==> src/rtl/irqmode_pkg.sv <==
package irqmode_pkg;
  typedef enum logic [1:0] {
    MODE_ASSUME = 2'b00,
    MODE_LEGACY = 2'b01,
    MODE_FORCED = 2'b10
  } route_mode_e;
endpackage

==> src/rtl/irqmode_snoop.sv <==
module irqmode_snoop #(
  parameter int          ADDR_W    = 16,
  parameter int          DATA_W    = 32,
  parameter int          PIN_COUNT = 4,
  parameter int          SKIP_RES  = 2,
  parameter logic [7:0]  LINE_OFS  = 8'h3C,
  parameter logic [7:0]  MAGIC     = 8'd27
) (
  input  logic              wr,
  input  logic [ADDR_W-1:0] addr,
  input  logic [DATA_W-1:0] wdata,
  output logic              hit,
  output logic              magic
);
  localparam int SLOT_LSB = 11;
  localparam int SLOT_W   = ADDR_W - SLOT_LSB;

  logic [SLOT_W-1:0] slot;
  logic [2:0]        unused_func;
  logic [DATA_W-9:0] unused_hi;
  logic              agree_slot;

  assign slot        = addr[ADDR_W-1:SLOT_LSB];
  assign unused_func = addr[SLOT_LSB-1:8];
  assign unused_hi   = wdata[DATA_W-1:8];
  assign agree_slot  = (int'(slot) % PIN_COUNT) == SKIP_RES;
  assign hit         = wr && (addr[7:0] == LINE_OFS) && !agree_slot;
  assign magic       = (wdata[7:0] == MAGIC);
endmodule

==> src/rtl/irqmode_fsm.sv <==
module irqmode_fsm
  import irqmode_pkg::*;
(
  input  logic        clk,
  input  logic        rst,
  input  logic        enable,
  input  logic        hit,
  input  logic        magic,
  output route_mode_e mode,
  output logic        lock
);
  always_ff @(posedge clk) begin
    if (rst) begin
      mode <= MODE_ASSUME;
      lock <= 1'b0;
    end else begin
      lock <= 1'b0;
      if (mode == MODE_ASSUME && enable && hit) begin
        mode <= magic ? MODE_LEGACY : MODE_FORCED;
        lock <= 1'b1;
      end
    end
  end
endmodule

==> src/rtl/irqmode_latch.sv <==
module irqmode_latch #(
  parameter int ADDR_W    = 16,
  parameter int DATA_W    = 32,
  parameter int PIN_COUNT = 4
) (
  input  logic              clk,
  input  logic              rst,
  input  logic              cfg_wr,
  input  logic [ADDR_W-1:0] cfg_addr,
  input  logic [DATA_W-1:0] cfg_wdata,
  input  logic              alt_board,
  output logic [1:0]        route_mode,
  output logic              mode_locked
);
  import irqmode_pkg::*;

  logic        hit, magic;
  route_mode_e mode;

  irqmode_snoop #(
    .ADDR_W(ADDR_W), .DATA_W(DATA_W), .PIN_COUNT(PIN_COUNT)
  ) snoop_i (
    .wr(cfg_wr), .addr(cfg_addr), .wdata(cfg_wdata),
    .hit(hit), .magic(magic)
  );

  irqmode_fsm fsm_i (
    .clk(clk), .rst(rst), .enable(!alt_board),
    .hit(hit), .magic(magic), .mode(mode), .lock(mode_locked)
  );

  assign route_mode = mode;
endmodule

==> config.mk <==
export PLATFORM = sky130hd
export DESIGN_NAME = irqmode_latch
export DESIGN_NICKNAME = d
export VERILOG_FILES = /design/src/rtl/irqmode_pkg.sv /design/src/rtl/irqmode_snoop.sv /design/src/rtl/irqmode_fsm.sv /design/src/rtl/irqmode_latch.sv
export SDC_FILE = /design/constraint.sdc
export NUM_CORES = 1
export LEC_CHECK = 0
export ABC_AREA = 1
export CORE_AREA = 8 8 45 47
export DETAILED_ROUTE_END_ITERATION = 6
export DIE_AREA = 0 0 53 55
export DONT_BUFFER_PORTS = 1
export MAX_ROUTING_LAYER = met4
export PLACE_DENSITY = 0.44
export SYNTH_ARGS = -nofsm -noshare
export SYNTH_HDL_FRONTEND = slang
export SYNTH_SLANG_ARGS = --single-unit
==> constraint.sdc <==
create_clock -name clk -period 1.4 [get_ports clk]
set_clock_uncertainty 0.2 [all_clocks]
set_input_delay 0.28 -clock clk [delete_from_list [all_inputs] [get_ports clk]]
set_output_delay 0.28 -clock clk [all_outputs]
set_load 0.01 [all_outputs]
After elaboration in Yosys (flattened, before gate mapping). Cells that the tools add are included.

Add/sub/neg operators: 0. Multiply operators: 0. Divide/modulo/power cells: 0. Order comparisons: 0. Equal/unequal tests: 3. Shifts and indexed selects: 0. Muxes and demuxes: 2. Bitwise operators: 0. Reduce and logical (&&, ||, !) cells: 7.

Operators with widths (count): 8-bit by 5-bit == test with 1-bit output (second input constant) (1); 8-bit by 6-bit == test with 1-bit output (second input constant) (1); 1-bit logical AND (4); 2-bit == test (second input constant) (1); 1-bit zero test (2); 2-bit zero test (1); 2-bit 2-to-1 mux (1); 1-bit 2-to-1 mux (1).

Flip-flop bits (word level): 3. Bits in latches: 0. Memory bits (writable): 0. ROM bits: 0. Output and inout bits: 3. Word-level logic and storage cells: 14. Memories: 0.

Logic depth before layout (Yosys ltp). Gate-level depths: netlist (run 1).

Depth in word-level cells: 5. Depth in mapped cells: 6.

Cells and area by module. A second synthesis (run 1) with hierarchy kept.

Cells, all modules: 32. Area total of the unflattened synthesis: 197.7 sq um.

Modules (own cells, without submodules): irqmode_fsm (instances 1, cells an instance 15, area an instance 117.6 sq um); irqmode_snoop (instances 1, cells an instance 16, area an instance 76.3 sq um); irqmode_latch (instances 1, cells an instance 1, area an instance 3.8 sq um).

Least setup slack after synthesis (run 1). Ideal clock, no wire load.

Path kind: register to register. Start point: reg fsm_i.mode[0]. End point: reg fsm_i.mode[1]. Setup time: 0.058 ns. Arrival time: 0.726 ns. Data required time: 1.142 ns. Setup slack: 0.416 ns. Cell stages (with the launch flop): 6. Period minus slack after synthesis: 0.984 ns. Cell sequence: dfxtp_1 > nor2_1 > nand2_1 > nor2_2 > nand3_1 > nand2_1.

Longest elaborated chain between the ends: 3.

RTL lines: start: declaration (line irqmode_fsm.sv:9) `output route_mode_e mode,`; start signal: assignment (line irqmode_fsm.sv:19) `mode <= magic ? MODE_LEGACY : MODE_FORCED;`; 2-bit zero test (line irqmode_fsm.sv:18) `if (mode == MODE_ASSUME && enable && hit) begin`; 1-bit logical AND (2 in series) (line irqmode_fsm.sv:18).

Every way passes these cells. A chain may end at the register's enable or synchronous reset.

Worst setup path in the final report (run 1).
Start point: reg fsm_i.mode[0]. End point: out route_mode[0].

RTL lines: end: declaration (line irqmode_latch.sv:12) `output logic [1:0] route_mode,`.

No word-level cell between the ends.

==> results.yml, run 1 <==
synthesis:
  syn-cell-area_um2: 284.0
  synth_top_family_by_area: "simple AND/OR/NAND/NOR gates"
  yosys.area_share.adder_pct: 0
  synth.ff_latch_count: 3
  yosysSeqAreaShare_pct: 21.15
  synth_cell_types: 8
  synth_compound_area_share_pct: 0
  syn-num-nets: 111
  avgSynthCellArea_um2: 4.814
  ys_warn_count: 0
  netlist_instances: 59
  yosys.area_share.xor_xnor_pct: 0
  muxShareOfSynthArea_pct: 0
  synthSimpleGateAreaFrac_pct: 59.03
placement:
  dp_hpwl_um: 738.3
  port-buffer-count: 0
  gp_congestion: 0.6871
  dpl_worst_slack_ps: 322.7
final_layout:
  layout_commonest_cell: "nand2_1"
  area_growth_pct: 16.30
  regArea_um2: 60.06
  mostFrequentLayoutCells: "nand2_1, inv_1, nor2_1"
  final_util_pct: 23.87
  diodes: 0
  fillers: 178
  multi_input_area_um2: 167.7
  layout.nets: 116
  drive_above_1_share_pct: 7.937
global_route:
  grt_pass1_vias: 357
  grt_max_degree: 5
  grt-ovfl-total: 0
  antenna_found_initial: 0
  track_usage_pct: 5.849
  grt_pass1_wl_mm: 1.290
timing:
  setup_viol: 0
  slew_headroom_pct: 85.00
  hold_viol_final: 0
  timing.final.crit_period_ps: 1139
  max_slew.worst_pin.slew_ps: 224.7
  tns_ps: 0
  max_clock_freq_mhz: 877.6
  maxSlewViolCount: 0
  timing.final.crit_share_pct: 81.39
  setup_ws_ps: 260.5
  rsz0062_at_grt: "no"
clock_tree:
  htreeDepth: 1
  cts_num_sinks: 3
  clk_path_buf_depth: 2
  cts_tree: "yes"
  ctsResizeCount: 0
  cts_buffers: 3
  cts_hold_buf: 0
  clk_latency_ps: 230
  clkTransAtPathRegs_ps: 40
  cts_root_buffer: "clkbuf_4"
  post-cts-setup-buffers: 0
routing:
  detail_route.wl_per_cell_um: 10.08
  dr_total_vias: 321
  drt_iter0_markers: 5
  ant_nets: 0
  wl_um: 796
  dr.pass1.iters: 2
  vias_per_cell: 4.063
  drc: 0
setup_path:
  r2r_cells: 5
  critPathMaxFanout: 4
  r2r-start: "fsm_i.mode[0]$_SDFFE_PP0P_"
  crit_start: "fsm_i.mode[0]$_SDFFE_PP0P_"
  arrival_ps: 660
  reg2reg_to: "fsm_i.mode[1]$_SDFFE_PP0P_"
  ff2ff_setup_slack_ps: 330
  crit_type: "register to primary output"
  cp.required_ps: 920
  start_kind: "register"
  end_kind: "primary output"
die:
  die_h_um: 55
  die-area_um2: 2915
  fp-row-count: 14
  initial_core_util_pct: 20.52
  die_width_um: 53
  coreArea_um2: 1384
  ios: 55
pwr:
  power.density_nw_per_um2: 790.3
  power_w: 0.0002610
  sw_frac_of_total_pct: 21.56
  ir_worst_vdd_uv: 328.5
  pwr-share-clk_pct: 56.2
  p_sw_w: 0.00005629
  p_comb_share_pct: 10.8
  power_leakage_nw: 0.1963
  internal-power_w: 0.0002047
  seqPwrFrac_pct: 33.0
flow_run:
  drv_cap: 0
min_path:
  holdCritStartpoint: "cfg_addr[1]"
  hold_end: "fsm_i.lock$_SDFF_PP0_"
  whs_path_depth: 3
  hp-class: "primary input to register"
status:
  outcome: "finished, final reports clean"
## layout make-up
type	count	area share, %
Tap cell	16	6.061
Inverter	15	17.05
Sequential cell	3	18.18
Clock buffer	4	7.955
Multi-Input combinational cell	41	50.76
## tightest hold or removal path: stages
cell     delay, ps
nor3_1          30
nand3_1         50
nor2_1          40
## worst max path at each step
stage / to / slack (ps) / cells past startpoint
after CTS: route_mode[0] / 240 / 0
after global placement: fsm_i.mode[1]$_SDFFE_PP0P_ / 330 / 5
after global routing: fsm_i.mode[1]$_SDFFE_PP0P_ / 200 / 5
after detailed placement: fsm_i.mode[1]$_SDFFE_PP0P_ / 320 / 5
after floorplan: fsm_i.mode[1]$_SDFFE_PP0P_ / 420 / 5
final: route_mode[0] / 260 / 0
## per-stage QoR
stage	cells	hold WS [ps]	area, um2
6_report	79	26.23	330.3
4_1_cts	79	23.47	330.3
2_1_floorplan	59	226.3	284.0
3_3_place_gp	75	253.1	304.0
5_1_grt	79	19.00	330.3
3_5_place_dp	75	257.0	304.0
## Yosys cell counts
cell      n  area [um2]
dfxtp_1   3       60.06
nand3_1   3       15.01
nand2_1  20       75.07
nor2_2    2       12.51
nor3_1    2       10.01
nor2_1   13       48.80
nand4_1   1       6.260
inv_1    15       56.30
## power groups by stage
stage | combinational [W] | sequential (W) | clock [W]
floorplan | 0.0000251 | 0.0000873 | 0
global route | 0.0000342 | 0.0000859 | 0.000165
finish | 0.0000282 | 0.0000861 | 0.000147
global placement | 0.0000282 | 0.0000874 | 0
CTS | 0.0000289 | 0.0000861 | 0.000150
detailed placement | 0.0000287 | 0.0000874 | 0
## routing by layer
metal / GRT usage (%) / vias to the layer above / share of wire (%)
met1: 5.303 / 130 / 34
met3: 3.743 / 0 / 18
met2: 9.570 / 15 / 48
li1: - / 176 / -
met5: - / - / 0
met4: 2.586 / 0 / 0
## flip-flops by register name, summed over array words and instances, names as in the netlist
name and flops:
fsm_i.mode 2, fsm_i.lock 1
## kinds of logic (layout without fill, tap and decap cells)
kind of cell,after synthesis,after routing
and+or+nand+nor,41,41
buffers and inverters,15,19
DFF,3,3
Note: power is estimated with default switching activity, not from simulation.
==> inputs of run 2 (changes only) <==
==> constraint.sdc (replaced) <==
create_clock -name clk -period 1.1 [get_ports clk]
set_clock_uncertainty 0.2 [all_clocks]
set_input_delay 0.22 -clock clk [delete_from_list [all_inputs] [get_ports clk]]
set_output_delay 0.22 -clock clk [all_outputs]
set_load 0.01 [all_outputs]
==> run 2 against run 1 <==
Effect of this change: register-to-register slack worse by 260 ps; sequential cell count unchanged; setup slack worse by 270 ps; sequential power rose by 24%; design area increased by 20%; sequential share of layout area fell by 1.7 points; largest cell class unchanged; critical endpoint unchanged; die area stayed put; worst hold slack worse by 68 ps; total power increased by 27%; final cell count is 6.3% higher; via count is 0.31% lower; the flow now finishes with violations (negative hold slack, negative setup slack); global-route usage increased by 0.34 points.
==> results.yml, run 2 (same netlist as run 1, synthesis figures left out) <==
timing:
  maxSlewViolCount: 0
  slew_headroom_pct: 86.39
  max_slew.worst_pin.slew_ps: 202.7
  setup_ws_ps: -10.09
  setup_viol: 1
  max_clock_freq_mhz: 900.8
  timing.final.crit_period_ps: 1110
  tns_ps: -10.09
  hold_ws_ps: -41.52
  rsz0062_at_grt: "yes"
  hold_viol_final: 1
  timing.final.crit_share_pct: 100.9
global_route:
  grt-ovfl-total: 0
  grt_pass1_vias: 360
  grt_max_degree: 5
  grt_pass1_wl_mm: 1.297
  track_usage_pct: 6.194
  antenna_found_initial: 0
final_layout:
  layout.nets: 121
  drive_above_1_share_pct: 19.12
  mostFrequentLayoutCells: "nand2_1, inv_1, nor2_1, clkbuf_4"
  diodes: 0
  reg_top3: "fsm_i.mode x2, fsm_i.lock x1"
  largest_reg_flops: 2
  area_growth_pct: 39.21
  layout_commonest_cell: "nand2_1"
  largest_register: "fsm_i.mode"
pwr:
  power_w: 0.0003315
  ir_worst_vdd_uv: 275.9
  power.density_nw_per_um2: 838.4
  power_leakage_nw: 0.2288
routing:
  ant_nets: 0
  detail_route.wl_per_cell_um: 9.405
  wl_um: 790
  drt_iter0_markers: 5
  dr_total_vias: 320
  drc: 0
  dr.pass1.iters: 2
  vias_per_cell: 3.810
min_path:
  hp-class: "primary input to register"
placement:
  gp_congestion: 0.6973
  port-buffer-count: 0
  dp_hpwl_um: 722.5
clock_tree:
  cts_hold_buf: 1
  htreeDepth: 1
  clk_latency_ps: 230
  clk_path_buf_depth: 2
  cts_root_buffer: "clkbuf_4"
  cts_num_sinks: 3
  cts_tree: "yes"
  cts_buffers: 3
  clkTransAtPathRegs_ps: 30
setup_path:
  end_kind: "primary output"
  critPathTopFamily: "flip-flops"
  critPathMaxFanout: 4
  crit_type: "register to primary output"
  start_kind: "register"
  crit_chain: "buf_6"
  cp.required_ps: 680
  cpPeakStageDelay_ps: 350
  slowest_stage: "dfxtp_4"
  arrival_ps: 690
  path_buf_inv: 1
status:
  violations: "negative hold slack, negative setup slack"
  outcome: "finished with violations"
die:
  die_h_um: 55
  die-area_um2: 2915
  fp-row-count: 14
  die_width_um: 53
  initial_core_util_pct: 20.52
  ios: 55
  coreArea_um2: 1384
flow_run:
  drv_cap: 0
run 2: worst paths after layout:
path | slack (ps) | end | cells past startpoint | start
setup reg to reg | 70 | fsm_i.lock$_SDFF_PP0_ | 4 | fsm_i.mode[0]$_SDFFE_PP0P_
setup / recovery | -10 | route_mode[0] | 1 | fsm_i.mode[0]$_SDFFE_PP0P_
hold / removal | -40 | fsm_i.lock$_SDFF_PP0_ | 3 | cfg_addr[1]
hold reg to reg | 280 | fsm_i.mode[0]$_SDFFE_PP0P_ | 2 | fsm_i.mode[0]$_SDFFE_PP0P_
run 2: final cells by class:
class	instances	area (um2)
fillers	165	988.4
inverters	15	56.30
well taps	16	20.02
clock buffers	4	26.28
repair buffers	5	47.55
multi-input cells	41	180.2
flip-flops and latches	3	65.06
run 2: metal layers:
layer | track usage, % | share of wire [%] | vias up
li1 | - | - | 186
met1 | 4.711 | 31 | 120
met2 | 10.16 | 50 | 14
met3 | 4.011 | 19 | 0
met4 | 5.172 | 0 | 0
met5 | - | 0 | -
run 2: timing repair:
item | 4_1_cts | 5_1_grt
pin swaps | 0 | 3
gates resized for setup | 4 | 4
cloned | 0 | 0
endpoints found under the setup margin | 2 | 3
endpoints found under the hold margin | 3 | 1
setup buffers | 2 | 0
run 2: power by group:
group,leakage [nW],internal [W],switching [W]
logic,0.188,0.0000182,0.0000209
clock network,0.0150,0.000135,0.0000499
registers,0.0255,0.000107,0.0000000521
run 2: worst min-delay path: cells and delay by family:
| family | cells | cell delay (ps) |
|---|---|---|
| and+or+nand+nor | 3 | 110 |
run 2: per-stage QoR:
stage / utilization (%) / setup slack (ps) / instance area (um2) / hold WS (ps) / std cells
floorplan: - / 115.7 / 284.0 / 166.3 / 59
global placement: 23.06 / 86.87 / 319.1 / 192.9 / 77
detailed placement: 23.06 / 68.89 / 319.1 / 196.0 / 77
CTS: 27.49 / -18.51 / 380.4 / -43.24 / 84
global route: 28.57 / -37.10 / 395.4 / -33.35 / 84
finish: 28.57 / -10.09 / 395.4 / -41.52 / 84
